### src/rtl/refclk_sel_pkg.sv
package refclk_sel_pkg;

    typedef enum logic [2:0] {
        ST_AUTO_PRI  = 3'd0,
        ST_AUTO_SEC  = 3'd1,
        ST_AUTO_PARK = 3'd2,
        ST_MAN_PRI   = 3'd3,
        ST_MAN_SEC   = 3'd4
    } sel_state_e;

    typedef enum logic [1:0] {
        PIN_LOW  = 2'b00,
        PIN_MID  = 2'b01,
        PIN_HIGH = 2'b10,
        PIN_RSVD = 2'b11
    } pin_lvl_e;

    localparam logic [1:0] MODE_AUTO  = 2'b00;
    localparam logic [1:0] MODE_PIN   = 2'b01;
    localparam logic [1:0] MODE_F_PRI = 2'b10;
    localparam logic [1:0] MODE_F_SEC = 2'b11;

endpackage

### src/rtl/refclk_mode_dec.sv
module refclk_mode_dec
    import refclk_sel_pkg::*;
(
    input  logic [1:0] cfg_mode,
    input  logic [1:0] pin_lvl,
    output logic       auto_en,
    output logic       man_sec
);

    pin_lvl_e pin_e;
    assign pin_e = pin_lvl_e'(pin_lvl);

    always_comb begin
        auto_en = 1'b0;
        man_sec = 1'b0;
        unique case (cfg_mode)
            MODE_AUTO:  auto_en = 1'b1;
            MODE_PIN: begin
                unique case (pin_e)
                    PIN_LOW:  man_sec = 1'b0;
                    PIN_MID:  man_sec = 1'b1;
                    PIN_HIGH: auto_en = 1'b1;
                    PIN_RSVD: auto_en = 1'b1;
                endcase
            end
            MODE_F_PRI: man_sec = 1'b0;
            MODE_F_SEC: man_sec = 1'b1;
        endcase
    end

endmodule

### src/rtl/refclk_qualify.sv
module refclk_qualify #(
    parameter int STABLE_CYC = 4
) (
    input  logic clk,
    input  logic rst_n,
    input  logic raw_i,
    output logic q_o
);

    localparam int CNT_W = (STABLE_CYC < 2) ? 1 : $clog2(STABLE_CYC);
    localparam logic [CNT_W-1:0] CNT_LAST = CNT_W'(STABLE_CYC - 1);

    logic [CNT_W-1:0] cnt_q;

    always_ff @(posedge clk or negedge rst_n) begin
        if (!rst_n) begin
            cnt_q <= '0;
            q_o   <= 1'b0;
        end else if (raw_i == q_o) begin
            cnt_q <= '0;
        end else if (cnt_q == CNT_LAST) begin
            cnt_q <= '0;
            q_o   <= raw_i;
        end else begin
            cnt_q <= cnt_q + 1'b1;
        end
    end

    // the qualified flag only ever moves to the value the raw flag held
    p_qual_follows_raw_r5: assert property (@(posedge clk) disable iff (!rst_n)
        (q_o != $past(q_o)) |-> ($past(raw_i) == q_o));

endmodule

### src/rtl/refclk_sel_fsm.sv
module refclk_sel_fsm
    import refclk_sel_pkg::*;
(
    input  logic clk,
    input  logic rst_n,
    input  logic auto_en,
    input  logic man_sec,
    input  logic pri_ok,
    input  logic sec_ok,
    input  logic keep_sec,
    output logic sel_sec,
    output logic switch_req,
    output logic los,
    output logic sec_path_en
);

    sel_state_e state_q, state_d;
    logic       sel_d_q;
    logic       handed_q;
    logic       los_q;
    logic       sec_use;
    logic       on_auto_pri;

    assign sec_path_en = keep_sec | ~handed_q;
    assign sec_use     = sec_ok & sec_path_en;

    always_comb begin
        if (auto_en) begin
            if (pri_ok)       state_d = ST_AUTO_PRI;
            else if (sec_use) state_d = ST_AUTO_SEC;
            else              state_d = ST_AUTO_PARK;
        end else begin
            state_d = man_sec ? ST_MAN_SEC : ST_MAN_PRI;
        end
    end

    always_ff @(posedge clk or negedge rst_n) begin
        if (!rst_n) begin
            state_q  <= ST_AUTO_PARK;
            sel_d_q  <= 1'b1;
            los_q    <= 1'b1;
            handed_q <= 1'b0;
        end else begin
            state_q  <= state_d;
            sel_d_q  <= sel_sec;
            los_q    <= ~pri_ok & ~sec_use;
            handed_q <= handed_q | (on_auto_pri & ~keep_sec);
        end
    end

    always_comb begin
        sel_sec     = 1'b1;
        on_auto_pri = 1'b0;
        unique case (state_q)
            ST_AUTO_PRI: begin
                sel_sec     = 1'b0;
                on_auto_pri = 1'b1;
            end
            ST_AUTO_SEC:  sel_sec = 1'b1;
            ST_AUTO_PARK: sel_sec = 1'b1;
            ST_MAN_PRI:   sel_sec = 1'b0;
            ST_MAN_SEC:   sel_sec = 1'b1;
            default:      sel_sec = 1'b1;
        endcase
    end

    assign switch_req = sel_sec ^ sel_d_q;
    assign los        = los_q;

    // qualified primary in automatic mode selects primary next cycle
    p_auto_revert_r7: assert property (@(posedge clk) disable iff (!rst_n)
        (auto_en && pri_ok) |=> !sel_sec);

    // primary lost in automatic mode moves to secondary next cycle
    p_auto_fallback_r6: assert property (@(posedge clk) disable iff (!rst_n)
        (auto_en && !pri_ok) |=> sel_sec);

    // every change of the select produces the request pulse
    p_switch_on_change_r9: assert property (@(posedge clk) disable iff (!rst_n)
        (sel_sec != $past(sel_sec)) |-> switch_req);

    // once shut, the secondary path stays shut unless keep_sec is set
    p_path_stays_off_r10: assert property (@(posedge clk) disable iff (!rst_n)
        (!sec_path_en) |=> (!sec_path_en || keep_sec));

endmodule

### src/rtl/refclk_selector.sv
module refclk_selector
    import refclk_sel_pkg::*;
#(
    parameter int STABLE_CYC = 4
) (
    input  logic       clk,
    input  logic       rst_n,
    input  logic [1:0] cfg_mode,
    input  logic [1:0] pin_lvl,
    input  logic       keep_sec,
    input  logic       pri_avail,
    input  logic       sec_avail,
    output logic       sel_sec,
    output logic       switch_req,
    output logic       los,
    output logic       out_dis,
    output logic       sec_path_en
);

    localparam int NUM_REF = 2;

    logic [NUM_REF-1:0] raw_flags;
    logic [NUM_REF-1:0] qual_flags;
    logic               auto_en;
    logic               man_sec;

    assign raw_flags = {sec_avail, pri_avail};

    for (genvar i = 0; i < NUM_REF; i++) begin : g_qual
        refclk_qualify #(.STABLE_CYC(STABLE_CYC)) u_qual (
            .clk   (clk),
            .rst_n (rst_n),
            .raw_i (raw_flags[i]),
            .q_o   (qual_flags[i])
        );
    end

    refclk_mode_dec u_dec (
        .cfg_mode (cfg_mode),
        .pin_lvl  (pin_lvl),
        .auto_en  (auto_en),
        .man_sec  (man_sec)
    );

    refclk_sel_fsm u_fsm (
        .clk         (clk),
        .rst_n       (rst_n),
        .auto_en     (auto_en),
        .man_sec     (man_sec),
        .pri_ok      (qual_flags[0]),
        .sec_ok      (qual_flags[1]),
        .keep_sec    (keep_sec),
        .sel_sec     (sel_sec),
        .switch_req  (switch_req),
        .los         (los),
        .sec_path_en (sec_path_en)
    );

    assign out_dis = los;

    // forced primary
    p_forced_pri_r4: assert property (@(posedge clk) disable iff (!rst_n)
        (cfg_mode == MODE_F_PRI) |=> !sel_sec);

    // forced secondary
    p_forced_sec_r4: assert property (@(posedge clk) disable iff (!rst_n)
        (cfg_mode == MODE_F_SEC) |=> sel_sec);

    // pin low with pin-controlled mode picks primary
    p_pin_low_pri_r3: assert property (@(posedge clk) disable iff (!rst_n)
        (cfg_mode == MODE_PIN && pin_lvl == 2'b00) |=> !sel_sec);

    // keep_sec holds the secondary path on
    p_keep_path_r11: assert property (@(posedge clk) disable iff (!rst_n)
        keep_sec |-> sec_path_en);

endmodule

### config.mk
export PLATFORM = sky130hd
export DESIGN_NAME = refclk_selector
export DESIGN_NICKNAME = d
export VERILOG_FILES = /design/src/rtl/refclk_sel_pkg.sv /design/src/rtl/refclk_mode_dec.sv /design/src/rtl/refclk_qualify.sv /design/src/rtl/refclk_sel_fsm.sv /design/src/rtl/refclk_selector.sv
export SDC_FILE = /design/constraint.sdc
export NUM_CORES = 1
export LEC_CHECK = 0
export BUFFER_PORTS_ARGS = -buffer_cell sky130_fd_sc_hd__buf_2
export CAP_MARGIN = 15
export CORE_AREA = 2 2 39 41
export CTS_BUF_LIST = sky130_fd_sc_hd__clkbuf_8
export DETAILED_ROUTE_END_ITERATION = 7
export DIE_AREA = 0 0 41 43
export SLEW_MARGIN = 30
export SYNTH_ARGS = -nofsm -noshare
export SYNTH_HDL_FRONTEND = slang
export SYNTH_SLANG_ARGS = --single-unit
### constraint.sdc
create_clock -name clk -period 1.14 [get_ports clk]
set_input_delay 0 -clock clk [delete_from_list [all_inputs] [get_ports clk]]
set_output_delay 0 -clock clk [all_outputs]
set_load 0.02 [all_outputs]
* Word level (Yosys, flattened, before mapping)
Cells that the tools add are included.
** Cells by class
- Add/sub/neg operators :: 2
- Eq/ne operators :: 10
- Mux-type cells :: 14
- Bitwise gates (word level) :: 12
- Reductions and logical operators :: 6
** Operators by type and width (number)
- 2-bit == test (second input constant) :: 5
- 2-bit 2-to-1 mux :: 5
- 3-bit 2-to-1 mux :: 3
- 1-bit inverter :: 6
- 2-bit by 1-bit adder with 2-bit output (second input constant) :: 2
- 2-bit by 1-bit == test with 1-bit output (second input constant) :: 2
- 1-bit 2-to-1 mux :: 4
- 1-bit one-hot mux with 2 select lines :: 2
- 2-bit AND reduction :: 2
- 2-bit OR reduction :: 2
- 1-bit bitwise AND :: 3
- 3-bit by 2-bit == test with 1-bit output (second input constant) :: 1
- 3-bit logical NOT :: 1
- 1-bit == test :: 2
- 2-bit logical NOT :: 1
- 1-bit bitwise OR :: 2
- 1-bit bitwise XOR :: 1
** Storage, ports and cells
- Register bits :: 12
- Bits of input ports :: 9
- Output and inout port bits :: 5
- Logic and storage cells :: 52

* Longest topological paths before layout
- Word-level depth :: 6
- Mapped depth :: 3
- Depth with buffers taken out :: 3

* Modules after synthesis
Synthesis repeated with hierarchy kept, for this count alone.
** Unflattened totals
- Cells, all modules :: 39
- Area total of the unflattened synthesis :: 524.3 um^2
** Modules (own cells, without submodules)
- refclk_qualify :: instances 2, cells each 8, area an instance 123.9 um^2, sequential area each 75.1 um^2
- refclk_sel_fsm :: instances 1, cells each 18, area an instance 246.5 um^2, sequential area each 153.9 um^2
- refclk_mode_dec :: instances 1, cells each 4, area an instance 22.5 um^2, sequential area each 0.0 um^2
- refclk_selector :: instances 1, cells each 1, area an instance 7.5 um^2, sequential area each 0.0 um^2

* Worst setup path after synthesis
Ideal clock, no wire load.
- Path type :: reg2out
- Start point :: register u_fsm.state_q[1]
- End point :: output switch_req
- Arrival time :: 1.167 ns
- Data required time :: 1.140 ns
- Path slack :: -0.027 ns
- Stages on the path, launching flop included :: 4
- Path buffers :: 0
- Path through :: dfstp_2 xnor2_1 nand2b_2 xor2_1
** Between the ends
- Longest elaborated chain between the ends :: 4
- Elaborated cells on any way between the ends :: 5
- Classes of those cells :: eq/ne: 1; mux: 1; bitwise: 1; reduce/logical: 2
** Ends and longest elaborated chain
- start: declaration :: line refclk_sel_fsm.sv:17 : sel_state_e state_q, state_d;
- start signal: assignment :: line refclk_sel_fsm.sv:44 : state_q <= state_d;
- 3-bit by 2-bit == test with 1-bit output / 3-bit logical NOT (equally long branches) :: line refclk_sel_fsm.sv:54 : unique case (state_q)
- 2-bit OR reduction (no source line) (*)
- 1-bit 2-to-1 mux (*) :: line refclk_sel_fsm.sv:54
- via sel_sec :: line refclk_selector.sv:13 : output logic sel_sec,
- 1-bit bitwise XOR (*) :: line refclk_sel_fsm.sv:67 : assign switch_req = sel_sec ^ sel_d_q;
- end: declaration :: line refclk_selector.sv:14 : output logic switch_req,
The timed path passes the listed nets; every way through them passes the cells marked *.

* Worst setup path in the final report
- Start point :: register u_fsm.state_q[1]
- End point :: output switch_req
** Between the ends
- Longest elaborated chain between the ends :: 4
- Elaborated cells on any way between the ends :: 5
- Classes of those cells :: eq/ne: 1; mux: 1; bitwise: 1; reduce/logical: 2
** Ends and longest elaborated chain (line)
- 3-bit by 2-bit == test with 1-bit output / 3-bit logical NOT (equally long branches) :: refclk_sel_fsm.sv:54
- 2-bit OR reduction (no source line) (*)
- 1-bit 2-to-1 mux (*) :: refclk_sel_fsm.sv:54
- 1-bit bitwise XOR (*) :: refclk_sel_fsm.sv:67
Every way passes the cells marked *; elsewhere a longest branch is shown, timed or not.

==> impl_metrics.tcl <==
set metrics [dict create \
    seq_area_frac_synth_pct 58.27 \
    grt_max_degree 13 \
    synth_compound_area_share_pct 8.153 \
    finalMaxSlewViolations 0 \
    async_flop_share_pct 100.0 \
    status "finished, violations left" \
    synth_top_area_share_pct 43.17 \
    post-route-period-util_pct 111.8 \
    slew_headroom_pct 80.99 \
    yosysMostFrequentCell "dfrtp_1" \
    period_needed_ns 1.274 \
    synth_fa_ha_area_share_pct 4.796 \
    cts_sinks 12 \
    peakVddDrop_uv 953.7 \
    cts_tree "done" \
    h-tree-depth 1 \
    clock_latency_ns 0.23 \
    avgSynthCellArea_um2 13.73 \
    fin_ws_ns -0.1340 \
    dieArea_um2 1763 \
    antenna_found_initial 0 \
    fin_nets 70 \
    hp-class "in -> reg" \
    cp-start-kind "flip-flop" \
    hpwlAfterDp_um 563.3 \
    overflow 0 \
    cts-root-buf "clkbuf_8" \
    routedWlPerCell_um 10.47 \
    grt_usage_pct 10.93 \
    routabilityCongestion 0.6285 \
    die_h_um 43 \
    start_util_pct 37.70 \
    fp-row-count 14 \
    final_core_util_pct 50.99 \
    ant_nets 0 \
    yosysTopAreaCell "dfrtp_1" \
    syn2layout_area_growth_pct 35.25 \
    first_global_vias 310 \
    num_antenna_cells 0 \
    hold_viol 0 \
    vias 323 \
    dr.pass1.iters 2 \
    rsz0062_at_grt "true" \
    synth_common_cells "9 x dfrtp_1, 3 x dfstp_2, 3 x inv_1, 3 x xor2_1" \
    drtIter0Drc 1 \
    critPathMaxFanout 3 \
    powerDensity_nw_per_um2 2280 \
    wl_um 775 \
    critical_path_class "reg -> out" \
    final_cells 74 \
    muxShareOfSynthArea_pct 4.317 \
    viasPerCell 4.365 \
    cts_buffers 3 \
    drc_errors 0 \
    placed_cells 66 \
    grt_pass1_wl_mm 1.262 \
    path_clk_slew_ns 0.05 \
    syn-num-nets 49 \
    yosys.area_share.simple_pct 14.15 \
    layout-drive-gt1-share_pct 51.72 \
    synth-edff-count 0 \
    core_um2 1384 \
    synth_warnings 0 \
    ys_top_cells_by_area "dfrtp_1 43%, dfstp_2 15%, xor2_1 5.0%" \
    netlist-cell-type-count 19 \
    setup.worst_path.end_class "primary output" \
    netlist_instances 38 \
    synthesis.area_um2 521.8 \
    synthFlopType "dfrtp_1" \
    pin_count 14 \
    synthXorXnorAreaFrac_pct 6.715 \
    io_buffers 13 \
    worst_slew_pin_slew_ns 0.2814 \
    total_leakage_power_nw 0.3566 \
    die_w_um 41 \
    synth-seq-cells 12 \
    violations "setup timing" \
    critPathArrivalTime_ns 1.27 \
    fin_skew_ns 0.002997 \
    max_cap_viol_count 0 \
    required_ns 1.14 \
    synth_top_family_by_area "simple AND/OR/NAND/NOR gates" \
    setup_violations 2 \
    clk_path_buf_depth 2 \
    fmax_ghz 0.7849 \
]
-- worst max-delay path, cell delays in order, from the launching register on --
cell	delay (ns)
dfstp_2	0.55
xnor2_2	0.13
nand2b_4	0.09
xor2_2	0.15
buf_6	0.13
-- metal layers --
layer / GRT usage, % / up-vias / part of all wire (%)
met2: 16.88 / 12 / 48
met5: 0 / - / 0
met4: 2.000 / 0 / 0
li1: - / 165 / -
met3: 6.283 / 0 / 7.6
met1: 12.93 / 146 / 44
-- layout by cell type (no fill, tap or decap) --
master         instances
xor2_1                 2
and2_1                 2
xnor2_2                1
dlygate4sd3_1          2
dfstp_2                3
buf_6                  1
a21oi_1                2
o41ai_1                1
nand2b_4               2
clkbuf_8               3
buf_2                 12
ha_1                   2
mux2_2                 2
xor2_2                 1
a21oi_2                1
dfrtp_1                9
buf_4                  2
a21o_1                 1
nor2b_1                1
nor3b_2                2
inv_1                  4
o21a_1                 1
nand3b_1               1
-- repair_timing --
action | in CTS | in global routing
gates resized for setup | 3 | 1
endpoints found under the setup margin | 2 | 2
setup buffers | 1 | 1
cloned | 0 | 0
endpoints found under the hold margin | 13 | 0
hold buffers | 2 | 0
pin swaps | 0 | 1
-- logic make-up (layout without fill, tap and decap cells) --
family          count (synthesis)  count (layout)
mux                             2               2
fa+ha+maj                       2               2
simple gates                    8               8
flops                          12              12
xor+xnor                        4               4
compound gates                  6               6
buf+inv                         4              24
-- flip-flops by register name, indices dropped and copies added, names as in the netlist --
name	count
u_fsm.state_q	3
g_qual.u_qual.cnt_q	4
u_fsm.sel_d_q	1
u_fsm.los	1
u_fsm.handed_q	1
g_qual.u_qual.q_o	2
-- worst paths after layout --
path	from	cells past startpoint	slack (ns)	endpoint
worst max-delay path	u_fsm.state_q[1]	4	-0.13	switch_req
worst min-delay path	pri_avail	2	0.02	g_qual[0].u_qual.q_o
worst max register to register	u_fsm.state_q[1]	4	0.06	u_fsm.sel_d_q
worst min register to register	g_qual[0].u_qual.cnt_q[0]	1	0.45	g_qual[0].u_qual.cnt_q[0]
max in group asynchronous	rst_n	2	0.70	u_fsm.sel_d_q
min in group asynchronous	rst_n	2	0.17	g_qual[0].u_qual.cnt_q[0]
-- report_power, final --
group,switching [W],total [W],internal [W],leakage (nW)
Clock,0.000140,0.000376,0.000236,0.0269
Sequential,0.0000992,0.000689,0.000590,0.140
Combinational,0.000247,0.000544,0.000297,0.189
Total,0.000486,0.00161,0.00112,0.357
-- layout make-up --
cell class                 instances  area, um^2
multi-input combinational         22       219.0
clock inverter                     1       3.754
inverter                           3       11.26
tap                               16       20.02
timing repair buffer              17       106.4
sequential                        12       304.0
fill                             119       678.2
clock buffer                       3       41.29
-- metrics by stage --
step / power, W / hold WS (ns) / setup TNS [ns] / area (um^2) / setup slack [ns]
floorplan: 0.001056 / -0.2956 / 0 / 529.3 / 0.06816
global placement: 0.001156 / -0.1080 / 0 / 606.8 / 0.1051
detailed placement: 0.001167 / -0.1122 / 0 / 606.8 / 0.09117
CTS: 0.001612 / 0.01394 / -0.1665 / 694.4 / -0.1471
global route: 0.001742 / 0.01708 / -0.2464 / 705.7 / -0.1853
finish: 0.001609 / 0.01950 / -0.1568 / 705.7 / -0.1340
No activity file was read; power rests on OpenSTA's default activity.
